===== src/rtl/oea_pkg.sv =====
package oea_pkg;

   typedef enum logic [2:0] {
      MD_REG = 3'd0,
      MD_IMM = 3'd1,
      MD_ABS = 3'd2,
      MD_IND = 3'd3,
      MD_ARR = 3'd4,
      MD_SBR = 3'd5,
      MD_FSR = 3'd6,
      MD_RSV = 3'd7
   } oea_mode_e;

   localparam int NUM_BASES = 5;
   localparam int SEL_W     = 3;

   localparam logic [SEL_W-1:0] BS_A0 = 3'd0;
   localparam logic [SEL_W-1:0] BS_A1 = 3'd1;
   localparam logic [SEL_W-1:0] BS_SB = 3'd2;
   localparam logic [SEL_W-1:0] BS_FB = 3'd3;
   localparam logic [SEL_W-1:0] BS_SP = 3'd4;

   localparam logic [NUM_BASES-1:0] ALLOW_ADDR  = 5'b00011;
   localparam logic [NUM_BASES-1:0] ALLOW_SB    = 5'b00100;
   localparam logic [NUM_BASES-1:0] ALLOW_FRAME = 5'b11000;

   localparam int NUM_IMM_SIZES = 3;

endpackage


===== src/rtl/oea_base_sel.sv =====
module oea_base_sel
   import oea_pkg::*;
#(
   parameter int ADDR_W = 16
) (
   input  oea_mode_e                       mode_i,
   input  logic [SEL_W-1:0]                sel_i,
   input  logic [NUM_BASES-1:0][ADDR_W-1:0] bases_i,
   output logic [ADDR_W-1:0]               base_o,
   output logic                            uses_base_o,
   output logic                            legal_o
);

   logic [NUM_BASES-1:0]             allow;
   logic [NUM_BASES-1:0]             hit;
   logic [NUM_BASES-1:0][ADDR_W-1:0] masked;

   always_comb begin
      case (mode_i)
         MD_IND, MD_ARR: allow = ALLOW_ADDR;
         MD_SBR:         allow = ALLOW_SB;
         MD_FSR:         allow = ALLOW_FRAME;
         default:        allow = '0;
      endcase
   end

   assign uses_base_o = (allow != '0);

   for (genvar g = 0; g < NUM_BASES; g++) begin : g_base
      assign hit[g]    = (sel_i == SEL_W'(g)) && allow[g];
      assign masked[g] = hit[g] ? bases_i[g] : '0;
   end

   always_comb begin
      base_o = '0;
      for (int i = 0; i < NUM_BASES; i++) begin
         base_o = base_o | masked[i];
      end
   end

   assign legal_o = |hit;

endmodule


===== src/rtl/oea_disp_fmt.sv =====
module oea_disp_fmt
   import oea_pkg::*;
#(
   parameter int ADDR_W   = 16,
   parameter int LONG_W   = 16,
   parameter int SHORT_W  = 8,
   parameter int IMM_W    = 20,
   parameter int IMM_NW   = 8,
   parameter int IMM_MW   = 16
) (
   input  oea_mode_e         mode_i,
   input  logic [1:0]        size_i,
   input  logic [IMM_W-1:0]  disp_i,
   output logic [ADDR_W-1:0] offset_o,
   output logic [IMM_W-1:0]  imm_o,
   output logic              size_ok_o
);

   logic [ADDR_W-1:0] long_off;
   logic [ADDR_W-1:0] short_off;
   logic [ADDR_W-1:0] abs_off;
   logic [NUM_IMM_SIZES-1:0][IMM_W-1:0] imm_opt;

   if (LONG_W >= ADDR_W) begin : g_long_trunc
      assign long_off = disp_i[ADDR_W-1:0];
   end else begin : g_long_zext
      assign long_off = ADDR_W'(disp_i[LONG_W-1:0]);
   end

   assign short_off = ADDR_W'($signed(disp_i[SHORT_W-1:0]));
   assign abs_off   = disp_i[ADDR_W-1:0];

   for (genvar g = 0; g < NUM_IMM_SIZES; g++) begin : g_imm
      localparam int W = (g == 0) ? IMM_NW : ((g == 1) ? IMM_MW : IMM_W);
      if (W >= IMM_W) begin : g_full
         assign imm_opt[g] = disp_i;
      end else begin : g_part
         assign imm_opt[g] = IMM_W'(disp_i[W-1:0]);
      end
   end

   always_comb begin
      case (mode_i)
         MD_ABS:         offset_o = abs_off;
         MD_ARR, MD_SBR: offset_o = long_off;
         MD_FSR:         offset_o = short_off;
         default:        offset_o = '0;
      endcase
   end

   assign size_ok_o = (size_i < 2'(NUM_IMM_SIZES));
   assign imm_o     = size_ok_o ? imm_opt[size_i] : '0;

endmodule


===== src/rtl/oea_out_reg.sv =====
module oea_out_reg #(
   parameter int VAL_W = 20
) (
   input  logic             clk,
   input  logic             rst_n,
   input  logic             vld_i,
   input  logic [VAL_W-1:0] value_i,
   input  logic             mem_i,
   input  logic             err_i,
   output logic             vld_o,
   output logic [VAL_W-1:0] value_o,
   output logic             mem_o,
   output logic             err_o
);

   always_ff @(posedge clk) begin
      if (!rst_n) begin
         vld_o   <= 1'b0;
         value_o <= '0;
         mem_o   <= 1'b0;
         err_o   <= 1'b0;
      end else begin
         vld_o <= vld_i;
         if (vld_i) begin
            value_o <= value_i;
            mem_o   <= mem_i;
            err_o   <= err_i;
         end
      end
   end

   assert_vld_follow_R2: assert property (@(posedge clk) disable iff (!rst_n)
      $past(rst_n) |-> (vld_o == $past(vld_i)));

   assert_hold_idle_R2: assert property (@(posedge clk) disable iff (!rst_n)
      ($past(rst_n) && !$past(vld_i)) |-> ($stable(value_o) && $stable(mem_o) && $stable(err_o)));

endmodule


===== src/rtl/oper_addr_gen.sv =====
module oper_addr_gen
   import oea_pkg::*;
#(
   parameter int ADDR_W  = 16,
   parameter int LONG_W  = 16,
   parameter int SHORT_W = 8,
   parameter int IMM_W   = 20,
   parameter int IMM_NW  = 8,
   parameter int IMM_MW  = 16
) (
   input  logic              clk,
   input  logic              rst_n,
   input  logic              in_vld,
   input  logic [2:0]        in_mode,
   input  logic [2:0]        in_base,
   input  logic [1:0]        in_imm_size,
   input  logic [IMM_W-1:0]  in_disp,
   input  logic [ADDR_W-1:0] reg_a0,
   input  logic [ADDR_W-1:0] reg_a1,
   input  logic [ADDR_W-1:0] reg_sb,
   input  logic [ADDR_W-1:0] reg_fb,
   input  logic [ADDR_W-1:0] reg_sp,
   output logic              out_vld,
   output logic [IMM_W-1:0]  out_value,
   output logic              out_is_mem,
   output logic              out_err
);

   localparam int VAL_W = IMM_W;

   if (SHORT_W < 2 || SHORT_W >= ADDR_W) begin : g_chk_short
      $error("short displacement width must lie between 2 and ADDR_W-1");
   end
   if (LONG_W < 1 || LONG_W > IMM_W) begin : g_chk_long
      $error("long displacement width must lie between 1 and IMM_W");
   end
   if (IMM_W < ADDR_W) begin : g_chk_imm
      $error("operand value width must cover the address");
   end
   if (IMM_NW < 1 || IMM_NW > IMM_MW || IMM_MW > IMM_W) begin : g_chk_sizes
      $error("immediate widths must be ordered and fit IMM_W");
   end

   oea_mode_e mode;
   assign mode = oea_mode_e'(in_mode);

   logic [NUM_BASES-1:0][ADDR_W-1:0] bases;
   assign bases[BS_A0] = reg_a0;
   assign bases[BS_A1] = reg_a1;
   assign bases[BS_SB] = reg_sb;
   assign bases[BS_FB] = reg_fb;
   assign bases[BS_SP] = reg_sp;

   logic [ADDR_W-1:0] base_val;
   logic              uses_base;
   logic              base_legal;
   logic [ADDR_W-1:0] offset;
   logic [IMM_W-1:0]  imm_val;
   logic              size_ok;
   logic [ADDR_W-1:0] addr;
   logic              nxt_err;
   logic              nxt_mem;
   logic [VAL_W-1:0]  nxt_value;

   oea_base_sel #(
      .ADDR_W (ADDR_W)
   ) i_base_sel (
      .mode_i      (mode),
      .sel_i       (in_base),
      .bases_i     (bases),
      .base_o      (base_val),
      .uses_base_o (uses_base),
      .legal_o     (base_legal)
   );

   oea_disp_fmt #(
      .ADDR_W  (ADDR_W),
      .LONG_W  (LONG_W),
      .SHORT_W (SHORT_W),
      .IMM_W   (IMM_W),
      .IMM_NW  (IMM_NW),
      .IMM_MW  (IMM_MW)
   ) i_disp_fmt (
      .mode_i    (mode),
      .size_i    (in_imm_size),
      .disp_i    (in_disp),
      .offset_o  (offset),
      .imm_o     (imm_val),
      .size_ok_o (size_ok)
   );

   // modulo 2^ADDR_W sum; absolute mode sees a zero base
   assign addr = base_val + offset;

   always_comb begin
      nxt_err = 1'b0;
      case (mode)
         MD_RSV:  nxt_err = 1'b1;
         MD_IMM:  nxt_err = !size_ok;
         default: nxt_err = uses_base && !base_legal;
      endcase
   end

   always_comb begin
      nxt_mem   = 1'b0;
      nxt_value = '0;
      if (!nxt_err) begin
         case (mode)
            MD_IMM: nxt_value = imm_val;
            MD_ABS, MD_IND, MD_ARR, MD_SBR, MD_FSR: begin
               nxt_mem   = 1'b1;
               nxt_value = VAL_W'(addr);
            end
            default: nxt_value = '0;
         endcase
      end
   end

   oea_out_reg #(
      .VAL_W (VAL_W)
   ) i_out_reg (
      .clk     (clk),
      .rst_n   (rst_n),
      .vld_i   (in_vld),
      .value_i (nxt_value),
      .mem_i   (nxt_mem),
      .err_i   (nxt_err),
      .vld_o   (out_vld),
      .value_o (out_value),
      .mem_o   (out_is_mem),
      .err_o   (out_err)
   );

   assert_reg_direct_R3: assert property (@(posedge clk) disable iff (!rst_n)
      ($past(rst_n) && $past(in_vld) && $past(in_mode) == 3'd0)
         |-> (!out_is_mem && !out_err && out_value == '0));

   assert_indirect_a1_R6: assert property (@(posedge clk) disable iff (!rst_n)
      ($past(rst_n) && $past(in_vld) && $past(in_mode) == 3'd3 && $past(in_base) == BS_A1)
         |-> (out_is_mem && out_value == VAL_W'($past(reg_a1))));

   assert_frame_sp_R9: assert property (@(posedge clk) disable iff (!rst_n)
      ($past(rst_n) && $past(in_vld) && $past(in_mode) == 3'd6 && $past(in_base) == BS_SP)
         |-> (out_value == VAL_W'(ADDR_W'($past(reg_sp)
                 + ADDR_W'($signed($past(in_disp[SHORT_W-1:0])))))));

   assert_err_clean_R10: assert property (@(posedge clk) disable iff (!rst_n)
      (out_vld && out_err) |-> (!out_is_mem && out_value == '0));

   assert_reserved_mode_R10: assert property (@(posedge clk) disable iff (!rst_n)
      ($past(rst_n) && $past(in_vld) && $past(in_mode) == 3'd7) |-> out_err);

endmodule


===== config.mk =====
export PLATFORM = sky130hd
export DESIGN_NAME = oper_addr_gen
export DESIGN_NICKNAME = d
export VERILOG_FILES = /design/src/rtl/oea_pkg.sv /design/src/rtl/oea_base_sel.sv /design/src/rtl/oea_disp_fmt.sv /design/src/rtl/oea_out_reg.sv /design/src/rtl/oper_addr_gen.sv
export SDC_FILE = /design/constraint.sdc
export NUM_CORES = 1
export LEC_CHECK = 0
export BUFFER_PORTS_ARGS = -buffer_cell sky130_fd_sc_hd__buf_2
export CAP_MARGIN = 10
export CORE_ASPECT_RATIO = 1.4
export CORE_MARGIN = 1
export CORE_UTILIZATION = 49
export CTS_CLUSTER_DIAMETER = 60
export DETAILED_ROUTE_END_ITERATION = 10
export PLACE_DENSITY = 0.95
export SYNTH_ARGS = -nofsm -noshare
export SYNTH_HDL_FRONTEND = slang
export SYNTH_SLANG_ARGS = --single-unit

===== constraint.sdc =====
create_clock -name clk -period 5.61 [get_ports clk]
set_input_delay 0.561 -clock clk [delete_from_list [all_inputs] [get_ports clk]]
set_output_delay 0.561 -clock clk [all_outputs]
set_load 0.02 [all_outputs]

Word level (Yosys, flattened, before mapping)
Index checks and enable logic that the tools add are counted.
{ "op_classes": {"addsub": 1, "multipliers": 0, "n_div": 0, "magnitude_cmp": 2, "eq_ne": 11, "shift": 0, "n_mux": 15, "n_bitwise": 4, "reduce_logical": 14} }
{ "op_table": {"columns": ["operator", "n"], "rows": [
  ["2-to-1 mux 16 bit", 5],
  ["bitwise OR 16 bit", 4],
  ["2-to-1 mux 20 bit", 3],
  ["binary-select mux 20 bit (select 2 bit)", 1],
  ["case mux 20 bit (2 select lines)", 1],
  ["case mux 16 bit (2 select lines)", 1],
  ["adder 16 bit", 1],
  ["equality test 3 bit, second input constant", 5],
  ["case mux 5 bit (3 select lines)", 1],
  ["equality test 3 x 2 -> 1 bit, second input constant", 4],
  ["OR reduction 5 bit", 2],
  ["equality test 3 x 1 -> 1 bit, second input constant", 2],
  ["logical AND 1 bit", 6],
  ["nonzero test 5 bit", 1],
  ["logical NOT 3 bit", 1],
  ["< comparator 2 x 3 -> 1 bit, second input constant", 1],
  ["OR reduction 3 bit", 1],
  ["logical NOT 1 bit", 2],
  ["< comparator 2 bit, second input constant", 1],
  ["2-to-1 mux 1 bit", 2],
  ["case mux 1 bit (2 select lines)", 1],
  ["OR reduction 2 bit", 1]
]} }
{ "totals": {"ff_bits": 23, "latchBits": 0, "ram_bits": 0, "mem_bits_ro": 0, "n_memories": 0} }

Depth between registers and ports, before layout
{ "depth": {"depth_word": 12, "depth_mapped": 17, "ltp_nobuf": 15} }

By module
A second synthesis with hierarchy kept.
{ "hier_totals": {"hier_cells": 357, "hier_area_um2": 2889.0} }
{ "by_module_without_submodules": {"columns": ["mod", "instances", "cells_each", "area_each_um2", "seq_area_each_um2"], "rows": [
  ["oper_addr_gen", 1, 145, 973.4, 0.0],
  ["oea_out_reg", 1, 73, 883.3, 460.4],
  ["oea_base_sel", 1, 85, 601.8, 0.0],
  ["oea_disp_fmt", 1, 54, 430.4, 0.0]
]} }

Worst setup path after synthesis
OpenSTA, ideal clock, no wires.
{ "synth_path": {"kind": "in2reg", "from": "in in_mode[1]", "to": "reg i_out_reg.value_o[15]", "setup_time_ns": 0.122, "arrival_time_ns": 3.403, "t_required_ns": 5.488, "path_slack_ns": 2.085, "cell_stages": 16, "path_buffers": 2, "path_cell_list": "buf_6 nor3b_1 a21oi_1 or3_1 nor2_1 clkbuf_1 nand2_1 nand3_1 ha_1 a21oi_1 nor2_1 o41ai_1 o31ai_1 a221oi_1 xnor2_1 o21ai_0"} }
{ "synth_via": {"elab_chain_len": 12} }
{ "synth_rtl": {"columns": ["element", "line", "text"], "rows": [
  ["start, declared", "oper_addr_gen.sv:14", "input logic [2:0] in_mode,"],
  ["equality test 3 x 2 -> 1 bit / equality test 3 bit (equally long branches)", "oea_base_sel.sv:19, oper_addr_gen.sv:108, oea_disp_fmt.sv:43", null],
  ["OR reduction 2 bit", "oea_base_sel.sv:19", "case (mode_i)"],
  ["case mux 5 bit (3 select lines)", "oea_base_sel.sv:19", null],
  ["logical AND 1 bit", "oea_base_sel.sv:30", "assign hit[g] = (sel_i == SEL_W'(g)) && allow[g];"],
  ["2-to-1 mux 16 bit", "oea_base_sel.sv:31", "assign masked[g] = hit[g] ? bases_i[g] : '0;"],
  ["bitwise OR 16 bit (4 in series)", "oea_base_sel.sv:37", "base_o = base_o | masked[i];"],
  ["adder 16 bit", "oper_addr_gen.sv:93", "assign addr = base_val + offset;"],
  ["case mux 20 bit (2 select lines)", "oper_addr_gen.sv:108", "case (mode)"],
  ["2-to-1 mux 20 bit (*)", "oper_addr_gen.sv:107", "if (!nxt_err) begin"],
  ["end signal, assigned", "oea_out_reg.sv:25", "value_o <= value_i;"],
  ["end, declared", "oea_out_reg.sv:11", "output logic [VAL_W-1:0] value_o,"]
]} }
Mark *: on every way between the ends. The rest lies on a longest branch, timed or not.
A chain may end at the register's enable or synchronous reset.

Worst setup path in the final report
{ "layout_path": {"from": "in in_mode[2]", "to": "reg i_out_reg.value_o[15]"} }
The elaborated chain is that of the path after synthesis.

==> results.cfg <==
[status]
status = finished, final reports clean

[clock_network]
cts_inserted_buffers = 3
root_buffer = clkbuf_8
clk-insertion-delay-late_ns = 0.26
ctsResizeCount = 0
hold_buffers = 0
cts-htree-levels = 1
cts_setup_buffers = 0
clockBufferDepth = 2
cts.clk_slew.worst_paths_ns = 0.08
cts_tree = yes
cts.sinks = 23

[placement]
dpl.hpwl_mm = 6.546
gp_congestion = 0.9437
placed_cells = 524
port_buffers = 133
pre_cts_ws_ns = 1.378

[timing]
slew_headroom_pct = 24.26
rsz0062_at_grt = false
clock_skew_ns = 0
layout_min_cycle_time_ns = 3.967
min_period_over_period_pct = 70.71
fin_ws_ns = 1.643
fmax_mhz = 252.1
worstMarginPinSlew_ns = 1.129
fin_setup_tns_ns = 0
slew_violations = 0
hold_viol = 0
hold_slack_ns = 0.4562
setup_viol = 0

[layout]
antenna_cells = 0
area_growth_pct = 29.65
fin_util_pct = 65.53
instances_no_fill = 528
layout.nets = 592
drive_gt1_share_pct = 31.25

[critical_path]
criticalPathCategory = input pin to register
cp_slowest_cell = nor2_1
path_cells = buf_2, nor3b_1, a21oi_1, or3_1, nor2_1, nand2_1, nand3_1, ha_1, a21o_1, nand4_1, a31o_2, o31ai_1, a221oi_1, xnor2_1, o21ai_0
critical-path-max-stage-delay_ns = 0.74
arrival_ns = 4.12
critical-path-top-delay-family = simple AND/OR/NAND/NOR gates
start_kind = input pin
path_buf_inv = 1
worstPathRequired_ns = 5.76
critPathMaxFanout = 15
cp-end-kind = register

[detailed_routing]
drt-initial-drc-count = 241
viasPerCell = 5.862
ant_nets = 0
dr.pass1.iters = 8
wl_per_cell_um = 15.11
drcViolationCount = 0
routed_wl_mm = 7.976
via_count = 3095

[pwr]
ir_drop_mv = 0.06645
power.density_nw_per_um2 = 137.8
leakage_nw = 1.567

[die]
initial_core_util_pct = 50.54
die_area_um2 = 5285
dieHeight_um = 85.62
fp.dieW_um = 61.73
top_level_ports = 134
coreArea_um2 = 4842
rows = 30

[worst_hold_path]
hp-class = register to register

[yosys]
synth_ff_type = dfxtp_1
synth_top_area_share_pct = 18.81
yosysTopAreaCell = dfxtp_1
synthesis.area_um2 = 2447
synth.distinct_cells = 48
yosysMostFrequentCell = nand2_1
synth_nets = 470
netlist_instances = 343
synth_warnings = 0
ys_seq_area_share_pct = 18.81
synth_commonest_cells = 55 x nand2_1, 28 x a21oi_1, 23 x dfxtp_1
synth_seq_cells = 23
syn_area_per_cell_um2 = 7.135
async_flop_share_pct = 0
synth.area.top_cells = dfxtp_1 19%, nand2_1 8.4%, ha_1 7.7%
synth_edf_count = 0

[grt]
grt_pass1_vias = 2917
overflow = 0
grt_max_degree = 21
grt.total_usage_pct = 31.05
grt_antenna_before_repair = 0
grt_pass1_wl_mm = 12.83

[run]
max_cap_viol_count = 0
==> flip-flops by register name (all words and copies together) (netlist names) <==
signal,flops
i_out_reg.value_o,20
i_out_reg.err_o,1
i_out_reg.mem_o,1
i_out_reg.vld_o,1
==> layout make-up <==
class                      instances  area (um2)
clock inverter                     1       5.005
tap                               64       80.08
multi-input combinational        291        1868
timing repair buffer             134       673.1
clock buffer                       3       41.29
inverter                          12       45.04
fill                             420        1669
sequential                        23       460.4
==> where the power goes <==
part,internal [mW],switching (mW)
Combinational,0.0736,0.0927
Sequential,0.168,0.00247
Clock,0.0496,0.0509
Total,0.291,0.146
==> tightest hold or removal path: cells and delay by family (launching register included) <==
family	cells	cell delay [ns]
DFF	1	0.31
AOI/OAI and AO/OA	1	0.05
and+or+nand+nor	1	0.05
==> placed cells by master, fill, tap and decap left out, types with 2 or more instances in the layout <==
cell type	count
a211oi_1	4
a21boi_0	2
a21o_1	7
a21oi_1	28
a222oi_1	16
a22o_1	3
a22oi_1	13
a31oi_1	3
a32o_1	2
and2_1	15
buf_2	133
clkbuf_8	3
dfxtp_1	23
ha_1	15
inv_1	12
mux2i_1	2
nand2_1	55
nand2b_1	4
nand3_1	21
nand3b_1	4
nand4_1	3
nor2_1	14
nor2b_1	12
nor3_1	7
o21ai_0	19
o21ai_1	7
o2bb2ai_1	4
o31ai_1	2
or2_2	2
xnor2_1	6
xor2_1	5
==> stage by stage <==
| step | instance area (um2) | power [mW] |
|---|---|---|
| 3_3_place_gp | 3127 | 0.3334 |
| 4_1_cts | 3173 | 0.4367 |
| 3_5_place_dp | 3127 | 0.3372 |
| 5_1_grt | 3173 | 0.4629 |
| 6_report | 3173 | 0.4371 |
| 2_1_floorplan | 2447 | 0.2705 |
==> worst paths after layout <==
| check | startpoint | endpoint | slack [ns] | depth (start not counted) |
|---|---|---|---|---|
| setup / recovery | in_mode[2] | i_out_reg.value_o[15] | 1.64 | 15 |
| hold / removal | i_out_reg.value_o[9] | i_out_reg.value_o[9] | 0.46 | 2 |
| hold reg to reg | i_out_reg.value_o[9] | i_out_reg.value_o[9] | 0.46 | 2 |
| setup reg to reg | i_out_reg.value_o[12] | i_out_reg.value_o[12] | 4.41 | 5 |
==> logic make-up after synthesis <==
kind of cell / Yosys count / synth area share, %
multiplexers: 2 / 0.8180
XOR/XNOR: 11 / 3.937
buffers and inverters: 29 / 4.857
AND/OR/NAND/NOR: 146 / 30.37
adder cells (fa/ha/maj): 16 / 8.487
AO/OA/AOI/OAI: 116 / 32.72
flip-flops: 23 / 18.81
==> metal layers <==
layer / track usage (%) / wire [um] / up-vias
met3: 3.620 / 449 / 26
met1: 35.28 / 3092 / 1391
met4: 15.35 / 265 / 0
li1: - / - / 1520
met5: 0 / 0 / -
met2: 54.64 / 4168 / 158
No activity file was read; power rests on OpenSTA's default activity.
